## config.mk

```make
export PLATFORM = sky130hd
export DESIGN_NAME = odtr_switch_seq
export DESIGN_NICKNAME = d
export VERILOG_FILES = /design/src/rtl/odtr_pkg.sv /design/src/rtl/odtr_frame_builder.sv /design/src/rtl/odtr_id_check.sv /design/src/rtl/odtr_switch_seq.sv
export SDC_FILE = /design/constraint.sdc
export NUM_CORES = 1
export LEC_CHECK = 0
export BUFFER_PORTS_ARGS = -buffer_cell sky130_fd_sc_hd__buf_2
export CAP_MARGIN = 40
export CORE_UTILIZATION = 28
export DETAILED_ROUTE_END_ITERATION = 6
export GPL_TIMING_DRIVEN = 0
export RECOVER_POWER = 50
export SKIP_CTS_REPAIR_TIMING = 1
export SLEW_MARGIN = 30
export SYNTH_ARGS = -nofsm -noshare
export SYNTH_HDL_FRONTEND = slang
export SYNTH_HIERARCHICAL = 1
export SYNTH_SLANG_ARGS = --single-unit
```

## constraint.sdc

```tcl
create_clock -name clk -period 8.4 [get_ports clk]
set_input_delay 0.42 -clock clk [delete_from_list [all_inputs] [get_ports clk]]
set_output_delay 0.42 -clock clk [all_outputs]
set_load 0.03 [all_outputs]
```

## src/rtl/odtr_pkg.sv

```systemverilog
// Package: shared state encoding and command constants for the octal DTR
// mode-switch sequencer. Assumes a one-byte opcode and a 32-bit address field.
package odtr_pkg;

    typedef enum logic [2:0] {
        ST_IDLE,
        ST_WR_DC,
        ST_WR_ON,
        ST_RD_OCT,
        ST_WR_OFF,
        ST_RD_SPI,
        ST_FIN
    } seq_state_e;

    localparam logic [7:0]  OP_CFG_WRITE = 8'h72;
    localparam logic [7:0]  OP_READ_ID   = 8'h9F;
    localparam logic [31:0] ADDR_DUMMY   = 32'h0000_0300;
    localparam logic [31:0] ADDR_MODE    = 32'h0000_0000;
    localparam logic [7:0]  MODE_OCT_DTR = 8'h02;
    localparam logic [7:0]  MODE_SINGLE  = 8'h00;
    localparam logic        PROTO_SINGLE = 1'b0;
    localparam logic        PROTO_OCTAL  = 1'b1;
    localparam logic [2:0]  WR_ADDR_B    = 3'd4;
    localparam logic [4:0]  OCT_ID_DUMMY = 5'd4;

endpackage

```

## src/rtl/odtr_frame_builder.sv

```systemverilog
// Module: maps the current sequencer state to the fields of one command frame.
// Purely combinational; assumes the dummy-cycle code was checked and latched
// by the caller and that the ID length is already range-checked.
module odtr_frame_builder
    import odtr_pkg::*;
#(
    parameter int WAIT_W   = 5,
    parameter int ID_LEN_W = 3,
    parameter int LEN_W    = 4
) (
    input  seq_state_e          state,
    input  logic                cur_proto,
    input  logic [WAIT_W-1:0]   dc_code,
    input  logic [2:0]          cfg_addr_bytes,
    input  logic [ID_LEN_W-1:0] id_len,
    output logic [7:0]          opcode,
    output logic                proto,
    output logic [31:0]         addr,
    output logic [2:0]          addr_bytes,
    output logic [4:0]          dummy,
    output logic                is_read,
    output logic [LEN_W-1:0]    len,
    output logic [15:0]         wdata
);

    // Select frame fields for each command step.
    always_comb begin
        opcode     = OP_CFG_WRITE;
        proto      = cur_proto;
        addr       = ADDR_MODE;
        addr_bytes = WR_ADDR_B;
        dummy      = '0;
        is_read    = 1'b0;
        len        = LEN_W'(1);
        wdata      = '0;
        case (state)
            ST_WR_DC: begin
                addr  = ADDR_DUMMY;
                wdata = {8'h00, 8'(dc_code)};
            end
            ST_WR_ON: begin
                wdata = {8'h00, MODE_OCT_DTR};
            end
            ST_RD_OCT: begin
                opcode     = OP_READ_ID;
                proto      = PROTO_OCTAL;
                addr_bytes = cfg_addr_bytes;
                dummy      = OCT_ID_DUMMY;
                is_read    = 1'b1;
                len        = LEN_W'({id_len, 1'b0});
            end
            ST_WR_OFF: begin
                proto = PROTO_OCTAL;
                len   = LEN_W'(2);
                wdata = {MODE_SINGLE, MODE_SINGLE};
            end
            ST_RD_SPI: begin
                opcode     = OP_READ_ID;
                proto      = PROTO_SINGLE;
                addr_bytes = '0;
                is_read    = 1'b1;
                len        = LEN_W'(id_len);
            end
            default: ;
        endcase
    end

endmodule

```

## src/rtl/odtr_id_check.sv

```systemverilog
// Module: compares a read-ID response with the stored ID. In octal mode each
// ID byte must appear twice in a row; in single mode once. Bytes at or above
// the ID length are ignored. Assumes the response is packed byte 0 lowest.
module odtr_id_check #(
    parameter int ID_MAX   = 6,
    parameter int ID_LEN_W = 3
) (
    input  logic                  octal,
    input  logic [16*ID_MAX-1:0]  rx_data,
    input  logic [8*ID_MAX-1:0]   id_bytes,
    input  logic [ID_LEN_W-1:0]   id_len,
    output logic                  match
);

    logic [ID_MAX-1:0] byte_ok;

    for (genvar i = 0; i < ID_MAX; i++) begin : g_byte
        logic [7:0] exp_b;
        logic [7:0] first_b;
        logic [7:0] second_b;
        logic [7:0] single_b;
        assign exp_b    = id_bytes[8*i +: 8];
        assign first_b  = rx_data[16*i +: 8];
        assign second_b = rx_data[16*i+8 +: 8];
        assign single_b = rx_data[8*i +: 8];
        // Per-byte verdict: skipped beyond length, paired or single compare.
        always_comb begin
            if (ID_LEN_W'(i) >= id_len)
                byte_ok[i] = 1'b1;
            else if (octal)
                byte_ok[i] = (first_b == exp_b) && (second_b == exp_b);
            else
                byte_ok[i] = (single_b == exp_b);
        end
    end

    assign match = &byte_ok;

endmodule

```

## src/rtl/odtr_switch_seq.sv

```systemverilog
// Module: top of the octal DTR mode-switch sequencer. Validates the
// configuration at start, steps through the write/read-ID frames for the
// chosen direction, confirms the ID and updates the mode register. Assumes one
// outstanding frame at a time and a single response per accepted frame.
module odtr_switch_seq
    import odtr_pkg::*;
#(
    parameter int ID_MAX  = 6,
    parameter int ID_MIN  = 3,
    parameter int DC_BASE = 20,
    parameter int WAIT_W  = 5,
    localparam int ID_LEN_W = $clog2(ID_MAX + 1),
    localparam int LEN_W    = $clog2(2 * ID_MAX + 1)
) (
    input  logic                 clk,
    input  logic                 rst_n,
    input  logic                 start,
    input  logic                 enable_sel,
    input  logic [WAIT_W-1:0]    wait_states,
    input  logic [2:0]           cfg_addr_bytes,
    input  logic [ID_LEN_W-1:0]  id_len,
    input  logic [8*ID_MAX-1:0]  id_bytes,
    output logic                 busy,
    output logic                 done,
    output logic                 ok,
    output logic                 err,
    output logic                 octal_mode,
    output logic                 req_valid,
    input  logic                 req_ready,
    output logic [7:0]           req_opcode,
    output logic                 req_proto,
    output logic [31:0]          req_addr,
    output logic [2:0]           req_addr_bytes,
    output logic [4:0]           req_dummy,
    output logic                 req_is_read,
    output logic [LEN_W-1:0]     req_len,
    output logic [15:0]          req_wdata,
    input  logic                 rsp_valid,
    input  logic                 rsp_err,
    input  logic [16*ID_MAX-1:0] rsp_data
);

    seq_state_e        state_q;
    logic              wait_q;
    logic              dir_q;
    logic              pass_q;
    logic              mode_q;
    logic [WAIT_W-1:0] dc_q;
    logic              id_match;
    logic              cfg_bad;
    logic              n_bad;
    logic [WAIT_W:0]   dc_diff;
    logic              in_cmd;

    // Configuration screening and dummy-cycle code derivation.
    always_comb begin
        n_bad   = (wait_states > WAIT_W'(DC_BASE)) || wait_states[0];
        cfg_bad = (id_len < ID_LEN_W'(ID_MIN)) || (id_len > ID_LEN_W'(ID_MAX))
                  || (enable_sel && n_bad);
        dc_diff = (WAIT_W+1)'(DC_BASE) - {1'b0, wait_states};
    end

    assign in_cmd    = (state_q != ST_IDLE) && (state_q != ST_FIN);
    assign req_valid = in_cmd && !wait_q;
    assign busy      = (state_q != ST_IDLE);
    assign done      = (state_q == ST_FIN);
    assign ok        = done && pass_q;
    assign err       = done && !pass_q;
    assign octal_mode = mode_q;

    odtr_frame_builder #(
        .WAIT_W   (WAIT_W),
        .ID_LEN_W (ID_LEN_W),
        .LEN_W    (LEN_W)
    ) u_frame (
        .state          (state_q),
        .cur_proto      (mode_q),
        .dc_code        (dc_q),
        .cfg_addr_bytes (cfg_addr_bytes),
        .id_len         (id_len),
        .opcode         (req_opcode),
        .proto          (req_proto),
        .addr           (req_addr),
        .addr_bytes     (req_addr_bytes),
        .dummy          (req_dummy),
        .is_read        (req_is_read),
        .len            (req_len),
        .wdata          (req_wdata)
    );

    odtr_id_check #(
        .ID_MAX   (ID_MAX),
        .ID_LEN_W (ID_LEN_W)
    ) u_idchk (
        .octal    (state_q == ST_RD_OCT),
        .rx_data  (rsp_data),
        .id_bytes (id_bytes),
        .id_len   (id_len),
        .match    (id_match)
    );

    // Sequencer: start screening, frame stepping, response handling, mode update.
    always_ff @(posedge clk) begin
        if (!rst_n) begin
            state_q <= ST_IDLE;
            wait_q  <= 1'b0;
            dir_q   <= 1'b0;
            pass_q  <= 1'b0;
            mode_q  <= 1'b0;
            dc_q    <= '0;
        end else begin
            case (state_q)
                ST_IDLE: begin
                    wait_q <= 1'b0;
                    if (start) begin
                        dir_q  <= enable_sel;
                        dc_q   <= WAIT_W'(dc_diff >> 1);
                        pass_q <= 1'b0;
                        if (cfg_bad)
                            state_q <= ST_FIN;
                        else
                            state_q <= enable_sel ? ST_WR_DC : ST_WR_OFF;
                    end
                end
                ST_FIN: state_q <= ST_IDLE;
                default: begin
                    if (req_valid && req_ready) begin
                        wait_q <= 1'b1;
                    end else if (wait_q && rsp_valid) begin
                        wait_q <= 1'b0;
                        if (rsp_err) begin
                            pass_q  <= 1'b0;
                            state_q <= ST_FIN;
                        end else begin
                            case (state_q)
                                ST_WR_DC:  state_q <= ST_WR_ON;
                                ST_WR_ON:  state_q <= ST_RD_OCT;
                                ST_WR_OFF: state_q <= ST_RD_SPI;
                                default: begin
                                    pass_q  <= id_match;
                                    if (id_match)
                                        mode_q <= dir_q;
                                    state_q <= ST_FIN;
                                end
                            endcase
                        end
                    end
                end
            endcase
        end
    end

    // done lasts exactly one clock and is reported while still busy.
    a_r9_done_pulse: assert property (@(posedge clk) disable iff (!rst_n)
        done |=> !done);
    a_r9_done_busy: assert property (@(posedge clk) disable iff (!rst_n)
        done |-> busy && (ok != err));
    // mode keeps its value on failure and follows the direction on success.
    a_r10_hold_on_err: assert property (@(posedge clk) disable iff (!rst_n)
        err |-> octal_mode == $past(octal_mode));
    a_r10_set_on_ok: assert property (@(posedge clk) disable iff (!rst_n)
        ok |-> octal_mode == dir_q);
    // an unaccepted request holds its valid and fields.
    a_r11_req_hold: assert property (@(posedge clk) disable iff (!rst_n)
        req_valid && !req_ready |=> req_valid && $stable(req_opcode)
            && $stable(req_addr) && $stable(req_wdata) && $stable(req_len));
    // no request is ever presented while idle.
    a_r7_idle_quiet: assert property (@(posedge clk) disable iff (!rst_n)
        !busy |-> !req_valid);
    // an engine error ends the sequence with err on the next clock.
    a_r8_abort: assert property (@(posedge clk) disable iff (!rst_n)
        wait_q && rsp_valid && rsp_err |=> err);

endmodule

```

==> impl_results.md, run 1 <==
- Synth top area cells: sky130_fd_sc_hd__buf_4, sky130_fd_sc_hd__xnor2_1, sky130_fd_sc_hd__xor2_1
- Overall track demand over capacity in global routing: between 10% and 20%
- Data arrival time of the worst path: 3920 ps
- Hold path startpoint: req_ready
- Final number of hold-violating endpoints: 0
- Synthesized area per cell: about 7.4 sq um
- Max cap viols: 0
- Post-synthesis sequential area ratio: 8.731%
- Post-synthesis cell area: roughly 0.0028 sq mm
- Hold EP: wait_q
- Synth warnings: 6
- Measured slew at the worst slew-check pin: roughly 700 ps
- Final weighted congestion of routability-driven global placement: roughly 0.8
- Filler cell count: ~1,000
- Crit end category: register
- Number of synthesized flops with an enable pin: 0
- Status: complete, no violations
- Post-synthesis instance total: between 300 and 400
- Library cells used by synthesis: 64
- R2r setup slk: 4610 ps
- Max Clk Rate: about 260 MHz
- Htree depth: 1
- FF-to-FF End: octal_mode
- Instance area after placement: about 0.0040 sq mm
- Wire length of the first global-routing pass: 14,720 um
- Startpoint-to-endpoint class of the critical path: register to register
- Drt pass-1 iters: 4
- Starting Density: between 20% and 30%
- I/O pin count: 238
- P_leak: between 2 and 2.5 nW
- Synth-to-layout area growth: 46.93%
- Max-slew violation total from the final report: 0
- Least setup slack across all paths after layout: roughly 4600 ps
- Period utilization: 45.11%
- Insertion delay to the later sink of the worst-skew pair: 250 ps
- Total overflow reported by the global router: 0
- Nature of the critical path startpoint: register
- Worst clock skew: around 2.5 ps
- Minimum setup slack after placement: about 4700 ps
- Number of vias per cell after detailed routing: ~4.7
- Tmin final: approximately 3800 ps
- Standard-cell rows: 35
- Post-Route Setup TNS: 0 ps
- Cell area after layout: between 0.004 and 0.005 sq mm
- Length in cells of the worst reg-to-reg path: 13
- Pin count of the biggest net entering global routing: 11
- Worst hold path depth: 3
- Total clock sinks: 12
- Root Buffer: sky130_fd_sc_hd__clkbuf_8
- First DRT Iteration DRCs: 70
- Initial antenna violation count: 0
- CTS tree: yes
- RSZ-0062 raised after global routing: no
- Share of layout cells above drive strength 1: between 40% and 50%
- Max rail drop VDD: between 0.07 and 0.08 mV
- PwrDens: about 140 mW/mm^2
- Die height: roughly 100 um
- Port Buffers: between 150 and 200
- Data required time at the worst endpoint: 8540 ps
- Per-cell routed wire length: 13.06 um
- HP Class: input pin to register
- Most common cell after layout, fill and taps aside: sky130_fd_sc_hd__buf_2
- Post-synth top area cell: sky130_fd_sc_hd__buf_4
- Via count of the first global-routing pass: 3,174
- Full die area: ~0.01 sq mm
- Number of synthesized register bits: 12
- Clock-pin slew of the registers on the worst-case setup and hold paths: around 60 ps
- Buffer levels on the longest clock path: 2
- Area share of the largest cell type after synthesis: ~15%
- Detailed-route wire length: between 9000 and 10,000 um
- Number of clock buffers inserted by TritonCTS: 3
- Most frequent cells in the layout: sky130_fd_sc_hd__buf_2, sky130_fd_sc_hd__buf_4, sky130_fd_sc_hd__conb_1, sky130_fd_sc_hd__nor3_1, sky130_fd_sc_hd__xnor2_1
- Final ANT Viol Nets: 0
- Worst rel slew slack: 52.05%
- CORE AREA: ~0.0094 sq mm
- Width of the chip: about 100 um
- Via Count: 3,474
- Remaining DRCs: 0
- Number of failing setup endpoints in the final timing report: 0
- Share of flip-flops with an asynchronous set or reset after synthesis: 0%
- Most common flop cell mapped by yosys: sky130_fd_sc_hd__dfxtp_1
- Max FO, Critical Path: 10
- Half-perimeter wire length of the detailed placement result: ~8600 um
- Launch point of the worst reg-to-reg path: state_q[0]
- Final net count: around 780
==> cell usage after synthesis (6+ instances only) <==
cell	instances
sky130_fd_sc_hd__buf_4	55
sky130_fd_sc_hd__o22ai_1	6
sky130_fd_sc_hd__xnor2_1	31
sky130_fd_sc_hd__xor2_1	29
sky130_fd_sc_hd__nor3_1	30
sky130_fd_sc_hd__and2_1	7
sky130_fd_sc_hd__nor4_1	6
sky130_fd_sc_hd__or3_1	15
sky130_fd_sc_hd__nand4_1	7
sky130_fd_sc_hd__and3_1	27
sky130_fd_sc_hd__nand3_1	18
sky130_fd_sc_hd__inv_1	8
sky130_fd_sc_hd__a21oi_1	10
sky130_fd_sc_hd__nand2b_1	7
sky130_fd_sc_hd__nor2_1	7
sky130_fd_sc_hd__o21ai_0	11
sky130_fd_sc_hd__dfxtp_1	12
sky130_fd_sc_hd__nand2_1	13
==> worst max-delay path by stage <==
stage	from	to	slack [ps]	cells after the start
after floorplan	state_q[0]	octal_mode	5650	13
after global placement	state_q[0]	octal_mode	4810	12
after detailed placement	state_q[0]	octal_mode	4730	12
after CTS	state_q[0]	octal_mode	4710	12
after global routing	state_q[0]	octal_mode	4090	13
final	state_q[0]	octal_mode	4610	13
==> cell type report <==
type                    count  area, sq um  share of cell area [%]
multi-input cells         334         2157                   53.36
plain buffers              61        444.2                   10.99
diodes                      1        2.502                 0.06190
clock buffers               4        55.05                   1.362
well taps                 129        161.4                   3.993
flip-flops and latches     12        240.2                   5.942
repair buffers            190        944.7                   23.37
inverters                  10        37.54                  0.9285
==> report_power, final <==
group,internal [W],switching [W],leakage (nW)
Clock,0.0000415,0.0000228,0.0288
Sequential,0.0000711,0.0000144,0.0985
Combinational,0.000161,0.000249,1.89
==> metal layers <==
metal | global-route usage (%) | part of all wire (%) | vias up
met5 | 0 | 0 | -
met4 | 4.682 | 1.4 | 0
met3 | 2.139 | 6.3 | 11
met2 | 34.64 | 52 | 157
met1 | 20.90 | 40 | 1544
li1 | - | - | 1762
==> worst max-delay path, cell delays in order (launching register included) <==
cell	delay [ps]
sky130_fd_sc_hd__dfxtp_1	490
sky130_fd_sc_hd__clkbuf_1	400
sky130_fd_sc_hd__inv_1	200
sky130_fd_sc_hd__nor3_1	250
sky130_fd_sc_hd__clkbuf_1	460
sky130_fd_sc_hd__o221ai_1	240
sky130_fd_sc_hd__a2111oi_0	440
sky130_fd_sc_hd__a21o_1	190
sky130_fd_sc_hd__o211ai_1	100
sky130_fd_sc_hd__nor4_2	260
sky130_fd_sc_hd__o21ai_1	160
sky130_fd_sc_hd__nor4_4	210
sky130_fd_sc_hd__mux2i_1	220
sky130_fd_sc_hd__nor2_1	50
==> per-stage QoR <==
step                power [W]  hold slack, ps  util, %  instances
finish              0.0005603           431.2    43.14        741
global route        0.0006079           441.7    43.11        740
CTS                 0.0005794           429.1    43.62        740
detailed placement  0.0005133           450.6    43.03        736
global placement    0.0005068           437.5    43.03        736
floorplan           0.0003918           427.3        -        417
==> cell families (layout without fill, tap and decap cells) <==
group	after synthesis	count (layout)	synth area share, %
flops	12	12	8.731
buf+inv	71	265	18.10
fa+ha+maj	1	1	0.4547
other cells	2	48	0.2730
xor+xnor	60	60	19.10
mux	1	1	0.3638
compound gates	71	71	19.05
simple gates	154	154	33.93
==> state kept, by name (all words and copies together), names as in the netlist <==
name        flops
dc_q            5
state_q         3
dir_q           1
octal_mode      1
pass_q          1
wait_q          1
Note: power is estimated with default switching activity, not from simulation.
==> run 2, diff against run 1 <==
- clock period: 8.4 -> 3.03 ns (I/O delays scaled with it)
==> run 2 against run 1 <==
Net effect:
- sequential share of layout area grew 0.074 points
- cell count is 1.2% higher
- largest power group unchanged
- utilization grew 1.5 points
- clock power grew to 2.8 times the previous value
- non-clock buffer count grew 9
- register-to-register slack worse by 4300 ps
- hold slack worse by 270 ps
- count of clock-buffer cells in the layout stayed put
- global-route usage unchanged
- first-iteration DRC count fell by 26%
- critical path depth is 1 lower
- via count up 0.63%
==> impl_results.md, run 2 (synthesis gave the netlist of run 1 again) <==
- Root Buffer: sky130_fd_sc_hd__clkbuf_8 (unchanged)
- Per-cell routed wire length: 13.08 um (was 13.06 um)
- Status: complete, no violations (unchanged)
- Most common cell after layout, fill and taps aside: sky130_fd_sc_hd__buf_2 (unchanged)
- Least setup slack across all paths after layout: 285.6 ps (was 4611 ps)
- Final number of hold-violating endpoints: 0 (unchanged)
- Max Clk Rate: 364.4 MHz (was 263.9 MHz)
- Via count of the first global-routing pass: 3,174 (unchanged)
- Instance area after placement: 0.004033 sq mm (unchanged)
- Via Count: 3,496 (was 3,474)
- Synth-to-layout area growth: 51.93% (was 46.93%)
- Starting Density: 29.36% (unchanged)
- Measured slew at the worst slew-check pin: 710.6 ps (was 713.8 ps)
- Max-slew violation total from the final report: 0 (unchanged)
- Full die area: 0.01023 sq mm (unchanged)
- P_leak: 2.060 nW (was 2.022 nW)
- Standard-cell rows: 35 (unchanged)
- Initial antenna violation count: 0 (unchanged)
- Total clock sinks: 12 (unchanged)
- PwrDens: 392.6 mW/mm^2 (was 138.6 mW/mm^2)
- Number of clock buffers inserted by TritonCTS: 3 (unchanged)
- Final ANT Viol Nets: 0 (unchanged)
- Width of the chip: 101.1 um (unchanged)
- FF-to-FF End: octal_mode (unchanged)
- Clock-pin slew of the registers on the worst-case setup and hold paths: 50 ps (was 60 ps)
- Half-perimeter wire length of the detailed placement result: 8616 um (unchanged)
- Total overflow reported by the global router: 0 (unchanged)
- Die height: 101.1 um (unchanged)
- HP Class: input pin to register (unchanged)
- Worst setup startpoint: state_q[0] (unchanged)
- Cell area after layout: 0.004180 sq mm (was 0.004043 sq mm)
- Remaining DRCs: 0 (unchanged)
- First DRT Iteration DRCs: 52 (was 70)
- Launch point of the worst reg-to-reg path: state_q[0] (unchanged)
- Final net count: 784 (was 775)
- Max FO, Critical Path: 8 (was 10)
- Instance count after placement with tap cells included: 736 (unchanged)
- Worst clock skew: 2.208 ps (was 2.492 ps)
- I/O pin count: 238 (unchanged)
- Max cap viols: 0 (unchanged)
- Crit end category: register (unchanged)
- Tmin final: 2744 ps (was 3789 ps)
- Number of vias per cell after detailed routing: 4.661 (was 4.688)
- R2r setup slk: 290 ps (was 4610 ps)
- Reg with most FFs: dc_q (unchanged)
- Worst hold path depth: 3 (unchanged)
- Insertion delay to the later sink of the worst-skew pair: 250 ps (about the same)
- Data arrival time of the worst path: 2880 ps (was 3920 ps)
- Registers with the most flip-flops: dc_q: 5 flops, state_q: 3 flops (unchanged)
- Pin count of the biggest net entering global routing: 11 (unchanged)
- Worst hold slack across all endpoints: 163.2 ps (was 431.2 ps)
- Startpoint-to-endpoint class of the critical path: register to register (unchanged)
- Largest register FFs: 5 (unchanged)
- Share of layout cells above drive strength 1: 43.71% (was 42.23%)
- Drt pass-1 iters: 5 (was 4)
- Data required time at the worst endpoint: 3170 ps (was 8540 ps)
- Period utilization: 90.57% (was 45.11%)
- Port Buffers: 190 (unchanged)
- Number of failing setup endpoints in the final timing report: 0 (unchanged)
- Worst rel slew slack: 52.26% (was 52.05%)
- Overall track demand over capacity in global routing: 18.02% (unchanged)
- Nature of the critical path startpoint: register (unchanged)
- Wire length of the first global-routing pass: 14,720 um (unchanged)
- CORE AREA: 0.009371 sq mm (unchanged)
- Post-layout instance count excluding filler cells: 750 (was 741)
- Length in cells of the worst reg-to-reg path: 12 (was 13)
- Detailed-route wire length: 9810 um (was 9680 um)
- Most frequent cells in the layout: sky130_fd_sc_hd__buf_2, sky130_fd_sc_hd__buf_4, sky130_fd_sc_hd__conb_1, sky130_fd_sc_hd__xnor2_1, sky130_fd_sc_hd__nor3_1 (was sky130_fd_sc_hd__buf_2, sky130_fd_sc_hd__buf_4, sky130_fd_sc_hd__conb_1, sky130_fd_sc_hd__nor3_1, sky130_fd_sc_hd__xnor2_1)
- Buffer levels on the longest clock path: 2 (unchanged)
- Final weighted congestion of routability-driven global placement: 0.7884 (unchanged)
- Hold path startpoint: req_ready (unchanged)
- Minimum setup slack after placement: -638.4 ps (was 4732 ps)
- CTS tree: yes (unchanged)
- Pwr Total: 0.001641 W (was 0.0005603 W)
- Max rail drop VDD: 0.2072 mV (was 0.07690 mV)
- Hold EP: wait_q (unchanged)
- Htree depth: 1 (unchanged)
==> run 2: how the worst max path moves through the flow <==
stage	endpoint	slack [ps]
after floorplan	octal_mode	280
after global placement	octal_mode	-560
after detailed placement	octal_mode	-640
after CTS	octal_mode	-660
after global routing	octal_mode	-3
final	octal_mode	290
==> run 2: report_power, final <==
group	switching, W	internal [W]
logic	0.000720	0.000497
registers	0.0000398	0.000206
clock network	0.0000629	0.000115
total	0.000823	0.000818
==> run 2: area by class of cell <==
class | count | area (sq um)
antenna | 1 | 2.502
buffer | 59 | 440.4
clock buffer | 4 | 55.05
fill | 1030 | 5191
inverter | 10 | 41.29
multi-input combinational | 334 | 2202
sequential | 12 | 251.5
tap | 129 | 161.4
timing repair buffer | 201 | 1026
==> run 2: per-stage QoR <==
step | utilization (%) | TNS, ps
floorplan | - | 0
global placement | 43.03 | -956.1
detailed placement | 43.03 | -1098
CTS | 43.62 | -1147
global route | 44.58 | -2.907
finish | 44.61 | 0
==> run 2: worst max-delay path, cell delays in order (launching register included) <==
cell and delay [ps]:
sky130_fd_sc_hd__dfxtp_4 390, sky130_fd_sc_hd__clkinvlp_4 150, sky130_fd_sc_hd__nor3_4 160, sky130_fd_sc_hd__buf_6 170, sky130_fd_sc_hd__buf_12 110, sky130_fd_sc_hd__o221ai_2 80, sky130_fd_sc_hd__o41ai_2 320, sky130_fd_sc_hd__o211ai_1 170
sky130_fd_sc_hd__nor4_2 330, sky130_fd_sc_hd__o21ai_1 170, sky130_fd_sc_hd__nor4_4 330, sky130_fd_sc_hd__mux2i_1 220, sky130_fd_sc_hd__nor2_1 50
==> run 2: per-layer routing <==
layer	vias to the layer above	GRT usage, %	part of all wire, %
li1	1777	-	-
met2	147	34.64	53
met1	1561	20.90	40
met3	11	2.139	5.9
met4	0	4.682	1.4
met5	-	0	0
==> run 3, diff against run 2 <==
- REMOVE_ABC_BUFFERS: not set -> 1
==> run 3 against run 2 <==
Net effect:
- critical path depth shrank 1
- hold slack gained 7.4 ps
- clock skew is essentially flat
- critical endpoint unchanged
- largest power group unchanged
==> impl_results.md, run 3 (synthesis gave the netlist of run 1 again) <==
- Final number of hold-violating endpoints: 0 (unchanged)
- First DRT Iteration DRCs: 81 (was 52)
- Width of the chip: 101.1 um (unchanged)
- Full die area: 0.01023 sq mm (unchanged)
- Worst clock skew: 2.204 ps (was 2.208 ps)
- Total overflow reported by the global router: 0 (unchanged)
- Post-Route Setup TNS: 0 ps (unchanged)
- Die height: 101.1 um (unchanged)
- Initial antenna violation count: 0 (unchanged)
- Worst rel slew slack: 54.22% (was 52.26%)
- Tmin final: 2830 ps (was 2744 ps)
- Synth-to-layout area growth: 34.56% (was 51.93%)
- Via count of the first global-routing pass: 3,052 (was 3,174)
- Clock-pin slew of the registers on the worst-case setup and hold paths: 50 ps (about the same)
- HP Class: input pin to register (unchanged)
- Remaining DRCs: 0 (unchanged)
- Measured slew at the worst slew-check pin: 681.4 ps (was 710.6 ps)
- Reg with most FFs: dc_q (unchanged)
- Via Count: 3,339 (was 3,496)
- Half-perimeter wire length of the detailed placement result: 8046 um (was 8616 um)
- Final weighted congestion of routability-driven global placement: 0.8258 (was 0.7884)
- RSZ-0062 raised after global routing: no
- Largest register FFs: 5 (unchanged)
- Drt pass-1 iters: 4 (was 5)
- Least setup slack across all paths after layout: 199.6 ps (was 285.6 ps)
- CORE AREA: 0.009371 sq mm (unchanged)
- Final ANT Viol Nets: 0 (unchanged)
- Number of vias per cell after detailed routing: 4.860 (was 4.661)
- Pin count of the biggest net entering global routing: 29 (was 11)
- I/O pin count: 238 (unchanged)
- Total clock sinks: 12 (unchanged)
- Max Clk Rate: 353.3 MHz (was 364.4 MHz)
- Crit end category: register (unchanged)
- Data required time at the worst endpoint: 3160 ps (was 3170 ps)
- Registers with the most flip-flops: dc_q: 5 flops, state_q: 3 flops (unchanged)
- Hold path startpoint: req_ready (unchanged)
- PwrDens: 404.1 mW/mm^2 (was 392.6 mW/mm^2)
- Number of clock buffers inserted by TritonCTS: 3 (unchanged)
- Nature of the critical path startpoint: register (unchanged)
- Filler cell count: 1,036 (was 1,030)
- Standard-cell rows: 35 (unchanged)
- Detailed-route wire length: 9306 um (was 9810 um)
- Worst hold slack across all endpoints: 170.7 ps (was 163.2 ps)
- Period utilization: 93.41% (was 90.57%)
- Length in cells of the worst reg-to-reg path: 11 (was 12)
- Final net count: 723 (was 784)
- Data arrival time of the worst path: 2960 ps (was 2880 ps)
- Hold EP: wait_q (unchanged)
- Starting Density: 29.36% (unchanged)
- Minimum setup slack after placement: -818.2 ps (was -638.4 ps)
- Htree depth: 1 (unchanged)
- Root Buffer: sky130_fd_sc_hd__clkbuf_8 (unchanged)
- Per-cell routed wire length: 13.55 um (was 13.08 um)
- Worst hold path depth: 3 (unchanged)
- R2r setup slk: 200 ps (was 290 ps)
- Buffer levels on the longest clock path: 2 (unchanged)
- Ant. Diodes: 0 (was 1)
- Wire length of the first global-routing pass: 13,810 um (was 14,720 um)
- Port Buffers: 190 (unchanged)
- Number of failing setup endpoints in the final timing report: 0 (unchanged)
- Launch point of the worst reg-to-reg path: state_q[2] (was state_q[0])
- Max cap viols: 0 (unchanged)
- Most frequent cells in the layout: sky130_fd_sc_hd__buf_2, sky130_fd_sc_hd__conb_1, sky130_fd_sc_hd__xnor2_1, sky130_fd_sc_hd__nor3_1, sky130_fd_sc_hd__xor2_1 (was sky130_fd_sc_hd__buf_2, sky130_fd_sc_hd__buf_4, sky130_fd_sc_hd__conb_1, sky130_fd_sc_hd__xnor2_1, sky130_fd_sc_hd__nor3_1)
- Status: complete, no violations (unchanged)
- Most common cell after layout, fill and taps aside: sky130_fd_sc_hd__buf_2 (unchanged)
- P_leak: 1.743 nW (was 2.060 nW)
- Max-slew violation total from the final report: 0 (unchanged)
- Share of layout cells above drive strength 1: 37.46% (was 43.71%)
- FF-to-FF End: octal_mode (unchanged)
- CTS tree: yes (unchanged)
- Max FO, Critical Path: 14 (was 8)
- Overall track demand over capacity in global routing: 17.02% (was 18.02%)
- Insertion delay to the later sink of the worst-skew pair: 240 ps (was 250 ps)
- Startpoint-to-endpoint class of the critical path: register to register (unchanged)
- Worst setup startpoint: state_q[2] (was state_q[0])
- Max rail drop VDD: 0.2206 mV (was 0.2072 mV)
[run 3: layout make-up]
class / count / area, sq um / share of cell area, %
multi-input cells: 334 / 2186 / 59.04
repair buffers: 199 / 1025 / 27.68
flip-flops and latches: 12 / 251.5 / 6.793
well taps: 129 / 161.4 / 4.360
clock buffers: 3 / 41.29 / 1.115
inverters: 10 / 37.54 / 1.014
[run 3: worst max-delay path: stages (launching register included)]
cell	delay, ps
sky130_fd_sc_hd__dfxtp_4	380
sky130_fd_sc_hd__buf_8	160
sky130_fd_sc_hd__nor3_4	310
sky130_fd_sc_hd__buf_6	180
sky130_fd_sc_hd__o221ai_1	130
sky130_fd_sc_hd__o41ai_2	260
sky130_fd_sc_hd__o211ai_1	180
sky130_fd_sc_hd__nor4_2	350
sky130_fd_sc_hd__o21ai_1	170
sky130_fd_sc_hd__nor4_4	330
sky130_fd_sc_hd__mux2i_1	220
sky130_fd_sc_hd__nor2_1	50
[run 3: worst max-delay path by stage]
stage | end | depth (start not counted)
after detailed placement | octal_mode | 11
final | octal_mode | 11
after global placement | octal_mode | 10
after global routing | octal_mode | 11
after floorplan | octal_mode | 11
after CTS | octal_mode | 11
[run 3: where the power goes]
group	internal [W]	leakage, nW	total (W)	switching, W
combinational	0.000405	1.62	0.00110	0.000699
clock	0.0000876	0.0216	0.000146	0.0000581
sequential	0.000206	0.100	0.000247	0.0000409
[run 3: per-stage QoR]
step	util, %	std cells	power, W	cell area [sq um]
final	39.51	687	0.001496	3702
after global routing	39.51	687	0.001615	3702
after CTS	38.89	680	0.001474	3645
after detailed placement	38.45	677	0.001323	3603
after global placement	38.12	675	0.001278	3572
after floorplan	-	356	0.0009611	2460
[run 3: routing by layer]
metal	up-vias	global-route usage, %	wire length [um]
li1	1664	-	-
met1	1516	18.85	3709
met2	149	34.33	4977
met3	10	1.242	532
met4	0	4.682	86
met5	-	0	0
